<file path="src/rtl/tmr_pair_pkg.sv">
package tmr_pair_pkg;

  typedef enum logic [1:0] {
    TM_PRE13   = 2'd0,
    TM_FULL16  = 2'd1,
    TM_RELOAD8 = 2'd2,
    TM_SPLIT   = 2'd3
  } tmr_mode_e;

  // Each timer owns one nibble of the mode register.
  localparam int unsigned NIB_W   = 4;
  localparam int unsigned CT_OFS  = 2;
  localparam int unsigned GT_OFS  = 3;
  // Run/flag register: timer g run bit at 4+2g, flag at 5+2g.
  localparam int unsigned RUN_BASE = 4;

  function automatic int unsigned run_pos(input int unsigned g);
    return RUN_BASE + 2 * g;
  endfunction

  function automatic int unsigned ovf_pos(input int unsigned g);
    return RUN_BASE + 2 * g + 1;
  endfunction

endpackage

</file>
<file path="src/rtl/tmr_pair_wdec.sv">
module tmr_pair_wdec #(
  parameter int unsigned ADDR_W = 3,
  parameter int unsigned NREG   = 6
) (
  input  logic              wr_en_i,
  input  logic [ADDR_W-1:0] addr_i,
  output logic [NREG-1:0]   sel_o
);

  for (genvar i = 0; i < NREG; i++) begin : g_sel
    assign sel_o[i] = wr_en_i && (addr_i == ADDR_W'(i));
  end

endmodule

</file>
<file path="src/rtl/tmr_pair_step.sv">
module tmr_pair_step
  import tmr_pair_pkg::*;
#(
  parameter int unsigned CNT_W = 8,
  parameter int unsigned PRE_W = 5,
  parameter bit          SPLIT = 1'b0
) (
  input  tmr_mode_e        mode_i,
  input  logic             en_i,
  input  logic             hi_en_i,
  input  logic [CNT_W-1:0] lo_i,
  input  logic [CNT_W-1:0] hi_i,
  output logic [CNT_W-1:0] lo_o,
  output logic [CNT_W-1:0] hi_o,
  output logic             ovf_o,
  output logic             ovf_x_o
);

  localparam int unsigned W13 = CNT_W + PRE_W;
  localparam int unsigned W16 = 2 * CNT_W;
  localparam logic [W13:0]   ONE_P = (W13 + 1)'(1);
  localparam logic [W16:0]   ONE_F = (W16 + 1)'(1);
  localparam logic [CNT_W:0] ONE_B = (CNT_W + 1)'(1);

  logic [W13:0]   s13;
  logic [W16:0]   s16;
  logic [CNT_W:0] s_lo;
  logic [CNT_W:0] s_hi;

  assign s13  = {1'b0, hi_i, lo_i[PRE_W-1:0]} + ONE_P;
  assign s16  = {1'b0, hi_i, lo_i} + ONE_F;
  assign s_lo = {1'b0, lo_i} + ONE_B;
  assign s_hi = {1'b0, hi_i} + ONE_B;

  // Split-mode results exist only for the timer that can split.
  logic [CNT_W-1:0] sp_lo, sp_hi;
  logic             sp_ov, sp_ovx;

  if (SPLIT) begin : g_split
    assign sp_lo  = en_i    ? s_lo[CNT_W-1:0] : lo_i;
    assign sp_ov  = en_i    & s_lo[CNT_W];
    assign sp_hi  = hi_en_i ? s_hi[CNT_W-1:0] : hi_i;
    assign sp_ovx = hi_en_i & s_hi[CNT_W];
  end else begin : g_hold
    assign sp_lo  = lo_i;
    assign sp_hi  = hi_i;
    assign sp_ov  = 1'b0;
    assign sp_ovx = 1'b0;
  end

  always_comb begin
    lo_o    = lo_i;
    hi_o    = hi_i;
    ovf_o   = 1'b0;
    ovf_x_o = 1'b0;
    unique case (mode_i)
      TM_PRE13: if (en_i) begin
        {hi_o, lo_o[PRE_W-1:0]} = s13[W13-1:0];
        ovf_o = s13[W13];
      end
      TM_FULL16: if (en_i) begin
        {hi_o, lo_o} = s16[W16-1:0];
        ovf_o = s16[W16];
      end
      TM_RELOAD8: if (en_i) begin
        lo_o  = s_lo[CNT_W] ? hi_i : s_lo[CNT_W-1:0];
        ovf_o = s_lo[CNT_W];
      end
      TM_SPLIT: begin
        lo_o    = sp_lo;
        hi_o    = sp_hi;
        ovf_o   = sp_ov;
        ovf_x_o = sp_ovx;
      end
      default: ;
    endcase
  end

endmodule

</file>
<file path="src/rtl/tmr_pair.sv">
module tmr_pair
  import tmr_pair_pkg::*;
#(
  parameter int unsigned CNT_W  = 8,
  parameter int unsigned PRE_W  = 5,
  parameter int unsigned ADDR_W = 3
) (
  input  logic              clk,
  input  logic              rst,
  input  logic              tick,
  input  logic              wr_en,
  input  logic [ADDR_W-1:0] wr_addr,
  input  logic [CNT_W-1:0]  wr_data,
  input  logic [1:0]        clr_ovf,
  output logic [CNT_W-1:0]  ctl_q,
  output logic [CNT_W-1:0]  mode_q,
  output logic [CNT_W-1:0]  t0_lo,
  output logic [CNT_W-1:0]  t0_hi,
  output logic [CNT_W-1:0]  t1_lo,
  output logic [CNT_W-1:0]  t1_hi
);

  localparam int unsigned NTMR    = 2;
  localparam int unsigned NREG    = 2 + 2 * NTMR;
  localparam int unsigned ADR_CTL = 0;
  localparam int unsigned ADR_MOD = 1;

  logic [NREG-1:0]           sel;
  logic [CNT_W-1:0]          ctl_r, ctl_n, mod_r;
  logic [NTMR-1:0][CNT_W-1:0] lo_r, hi_r;
  logic [NTMR-1:0]           ovf_own, ovf_x, hw_set;

  tmr_pair_wdec #(.ADDR_W(ADDR_W), .NREG(NREG)) u_wdec (
    .wr_en_i (wr_en),
    .addr_i  (wr_addr),
    .sel_o   (sel)
  );

  for (genvar g = 0; g < NTMR; g++) begin : g_tmr
    localparam int unsigned ADR_LO = 2 + 2 * g;
    localparam int unsigned ADR_HI = 3 + 2 * g;

    logic [CNT_W-1:0] lo_q, hi_q, lo_d, hi_d;
    logic             en;

    assign en = ctl_r[run_pos(g)]
              & ~mod_r[g*NIB_W + CT_OFS]
              & ~mod_r[g*NIB_W + GT_OFS];

    tmr_pair_step #(.CNT_W(CNT_W), .PRE_W(PRE_W), .SPLIT(g == 0)) u_step (
      .mode_i  (tmr_mode_e'(mod_r[g*NIB_W +: 2])),
      .en_i    (en),
      .hi_en_i (ctl_r[run_pos(1)]),
      .lo_i    (lo_q),
      .hi_i    (hi_q),
      .lo_o    (lo_d),
      .hi_o    (hi_d),
      .ovf_o   (ovf_own[g]),
      .ovf_x_o (ovf_x[g])
    );

    always_ff @(posedge clk) begin
      if (rst) begin
        lo_q <= '0;
        hi_q <= '0;
      end else begin
        if (sel[ADR_LO])   lo_q <= wr_data;
        else if (tick)     lo_q <= lo_d;
        if (sel[ADR_HI])   hi_q <= wr_data;
        else if (tick)     hi_q <= hi_d;
      end
    end

    assign lo_r[g] = lo_q;
    assign hi_r[g] = hi_q;
  end

  // Timer 0's split high half raises timer 1's flag.
  assign hw_set[0] = tick & ovf_own[0];
  assign hw_set[1] = tick & (ovf_own[1] | ovf_x[0]);

  always_comb begin
    ctl_n = ctl_r;
    for (int g = 0; g < NTMR; g++) begin
      if (clr_ovf[g]) ctl_n[ovf_pos(g)] = 1'b0;
      if (hw_set[g])  ctl_n[ovf_pos(g)] = 1'b1;
    end
    if (sel[ADR_CTL]) ctl_n = wr_data;
  end

  always_ff @(posedge clk) begin
    if (rst) begin
      ctl_r <= '0;
      mod_r <= '0;
    end else begin
      ctl_r <= ctl_n;
      if (sel[ADR_MOD]) mod_r <= wr_data;
    end
  end

  assign ctl_q  = ctl_r;
  assign mode_q = mod_r;
  assign t0_lo  = lo_r[0];
  assign t0_hi  = hi_r[0];
  assign t1_lo  = lo_r[1];
  assign t1_hi  = hi_r[1];

endmodule

</file>
<file path="config.mk">
export PLATFORM = sky130hd
export DESIGN_NAME = tmr_pair
export DESIGN_NICKNAME = d
export VERILOG_FILES = /design/src/rtl/tmr_pair_pkg.sv /design/src/rtl/tmr_pair_wdec.sv /design/src/rtl/tmr_pair_step.sv /design/src/rtl/tmr_pair.sv
export SDC_FILE = /design/constraint.sdc
export NUM_CORES = 1
export LEC_CHECK = 0
export BUFFER_PORTS_ARGS = -buffer_cell sky130_fd_sc_hd__buf_2
export CORE_ASPECT_RATIO = 0.75
export CORE_MARGIN = 5
export CORE_UTILIZATION = 54
export DETAILED_ROUTE_END_ITERATION = 12
export PLACE_DENSITY = 0.79
export SETUP_SLACK_MARGIN = 0.05
export SLEW_MARGIN = 20
export SYNTH_ARGS = -nofsm -noshare
export SYNTH_HDL_FRONTEND = slang
export SYNTH_SLANG_ARGS = --single-unit
</file>
<file path="constraint.sdc">
create_clock -name clk -period 4 [get_ports clk]
set_input_delay 0.4 -clock clk [delete_from_list [all_inputs] [get_ports clk]]
set_output_delay 0.4 -clock clk [all_outputs]
set_load 0.1 [all_outputs]
</file>
==> results by group <==
Status
  • Outcome: completed

Routing
  • Pre-antenna DRT Iters: 5
  • Vias: 3,265
  • Vias per Instance: 6.38
  • Residual DRC: 0
  • Post-Route WL: between 9 and 10 mm
  • Antenna viol nets, final: 0
  • DR iter-0 viols: 374
  • DR WL/cell: 19.0 um

Synthesis
  • Post-synth EDFFs: 0
  • Syn. warnings: 0
  • Yosys cell types: 63
  • Cell with the most instances after synthesis: dfxtp_1
  • Post-Syn Nets: 410
  • Yosys reg bits: 48
  • Ys flop type: dfxtp_1
  • Synth area leader: dfxtp_1
  • Top post-synthesis cells by count: dfxtp_1 (48), nor2_1 (47), a21oi_1 (32), nand2_1 (32), a211oi_1 (16)
  • Post-synth ARST share: 0%
  • Area share of the leading cell type in the synthesized netlist: 31.1%
  • Synthesized area per cell: 8.00 sq um
  • Area contributors post-synth: dfxtp_1 (31%), nor2_1 (5.7%), a21oi_1 (5.2%)
  • Seq/Total Area, Yosys: 31.1%
  • Synth Cell Area: 3090 sq um
  • Gate Count Post-Synth: approximately 390

Cells and area
  • Area Overhead vs Synth: 14.0%
  • Share of layout cells above drive strength 1: between 20% and 30%
  • Design area: roughly 3500 sq um
  • Antenna Cells: 0
  • # fillers: 478
  • Fin nets: 460

STA
  • Pins Over Slew Limit: 0
  • Setup TNS: 0 ps
  • Final hold viol count: 0
  • Unrepaired setup endpoints after global routing: no
  • Worst rel slew slack: 33.5%
  • # setup viols final: 0
  • Min Tclk post-route: 2230 ps
  • Tightest Pin Transition: around 1000 ps
  • Setup Skew: 9.09 ps
  • Achievable frequency: roughly 450 MHz
  • Fin crit share: between 50% and 60%

Clock network
  • Worst skew pair latency: 300 ps
  • CTS buffer count: 5
  • H-Tree Depth: 2
  • CTS Buffer Depth: 2
  • Hold-fix buffers, CTS: 0
  • Clk slew on worst S/H paths: 100 ps
  • CTS root buffer: clkbuf_8
  • CTS tree: yes
  • CTS Sinks: 48
  • Cts repair resizes: 0
  • Post-CTS Setup Inserts: 0

Setup path
  • R2r endpoint: t1_lo[0]$_SDFFE_PP0P_
  • Crit path launch type: flip-flop
  • Reg2Reg Setup Slack: roughly 1800 ps
  • Setup crit end: t1_lo[0]$_SDFFE_PP0P_
  • Reg2reg start: mode_q[4]$_SDFFE_PP0P_
  • R2R depth: 7
  • Critical Path Sink Type: flip-flop
  • Worst EP required: 4200 ps
  • Crit Path Class: flip-flop to flip-flop
  • Crit path from: mode_q[4]$_SDFFE_PP0P_
  • CP max FO: 11
  • Crit path DAT: around 2400 ps

Place
  • # port buffers: 64
  • Routability cong.: 0.939
  • HPWL after DPL: 7.19 mm
  • Dpl cell area: ~3400 sq um

Power and ir drop
  • Leak: 0.00130 uW
  • Power share of the clock group: 30.4%
  • Power, Total: roughly 1000 uW
  • NetSw: 350 uW
  • Pwr/cell area: roughly 290 nW/um^2
  • Combinational cell fraction of total power: 19.6%
  • Pint: 674 uW
  • VDD IR max: 0.000206 V
  • Sw frac: 34.2%
  • Reg power frac: 50.0%

Die
  • IO Count: 65
  • Die Ht: 75.5 um
  • Die area: 7350 sq um
  • Die X-Extent: 97.3 um
  • Initial core utilization: between 50% and 60%
  • Core area: roughly 5400 sq um
  • Num rows: 23

Hold path
  • Min-Delay Path Class: primary input to flip-flop
  • Min-Delay Path Depth: 3

GRT
  • Pin count of the biggest net entering global routing: 56
  • Initial antenna violation count: 0
  • Global-route wire length before repair: 15.5 mm
  • GRT Resource Usage Total: 26.5%
  • Vias in the first global route: 2,981
  • GRT overflow: 0

Job
  • Max_cap viols: 0
[registers in the layout (all words and copies together) (netlist names)]
register,flops
t0_hi,8
mode_q,8
t1_lo,8
t0_lo,8
t1_hi,8
ctl_q,8
[through the flow]
stage	std cells	hold slack (ps)	util (%)	worst slack [ps]
2_1_floorplan	386	462	-	1260
3_3_place_gp	504	438	62.9	1940
3_5_place_dp	504	445	62.9	1830
4_1_cts	512	418	64.7	1810
5_1_grt	512	436	64.7	1640
6_report	512	428	64.7	1770
[power by group through the flow]
stage,logic [uW],clock network [uW],registers (uW)
after floorplan,61.8,0,608
after global placement,197,0,521
after detailed placement,199,0,522
after CTS,199,320,511
after global routing,212,335,514
final,201,311,512
[cells in the final DEF (no fill, tap or decap), types with 3 or more instances in the layout]
cell and n:
clkbuf_8 6, nor4_1 8, nor3_1 10, a311oi_1 5
nor2_1 47, nand2_1 32, mux2i_1 8, xnor2_1 15
nand3_1 11, inv_1 7, a31oi_1 3, or2_2 3
ha_1 7, buf_2 64, o211ai_1 4, and2_1 5
and4_1 3, xor2_1 9, nand2b_1 7, dfxtp_1 48
a21oi_1 32, a211oi_2 3, and3_1 8, nand4_1 10
a211oi_1 16, o21ai_0 12, o32ai_1 3
[routing by layer]
| layer | track usage [%] | up-vias | wire length, um |
|---|---|---|---|
| met5 | 0 | - | 0 |
| met4 | 7.37 | 0 | 95 |
| met3 | 8.33 | 12 | 1160 |
| met2 | 39.0 | 196 | 3990 |
| met1 | 37.7 | 1520 | 4510 |
| li1 | - | 1537 | - |
[worst max-delay path, stage by stage, from the launching register on]
cell	delay, ps
dfxtp_1	400
inv_1	100
ha_1	330
or3_1	450
a211oi_2	380
a21oi_1	70
or2_2	280
o32ai_1	120
[kinds of logic after synthesis]
family          count (synthesis)  synth area share [%]
mux                             9                  2.96
buf+inv                        30                  4.13
fa+ha+maj                       7                  2.84
simple gates                  167                  29.5
flops                          48                  31.1
xor+xnor                       24                  6.80
compound gates                101                  22.7
[worst min-delay path by stage]
stage | start | endpoint
4_1_cts | wr_data[2] | ctl_q[2]$_SDFFE_PP0P_
3_3_place_gp | ctl_q[1]$_SDFFE_PP0P_ | ctl_q[1]$_SDFFE_PP0P_
5_1_grt | wr_data[2] | ctl_q[2]$_SDFFE_PP0P_
3_5_place_dp | ctl_q[1]$_SDFFE_PP0P_ | ctl_q[1]$_SDFFE_PP0P_
2_1_floorplan | ctl_q[6]$_SDFFE_PP0P_ | ctl_q[6]$_SDFFE_PP0P_
6_report | wr_data[1] | ctl_q[1]$_SDFFE_PP0P_
[final cells by class]
cell class | instances | area (sq um) | area share (%)
Timing Repair Buffer | 66 | 335 | 9.52
Sequential cell | 48 | 961 | 27.3
Clock inverter | 2 | 15.0 | 0.426
Inverter | 7 | 26.3 | 0.746
Clock buffer | 6 | 82.6 | 2.35
Tap cell | 75 | 93.8 | 2.67
Multi-Input combinational cell | 308 | 2010 | 57.0
Note: power is estimated with default switching activity, not from simulation.
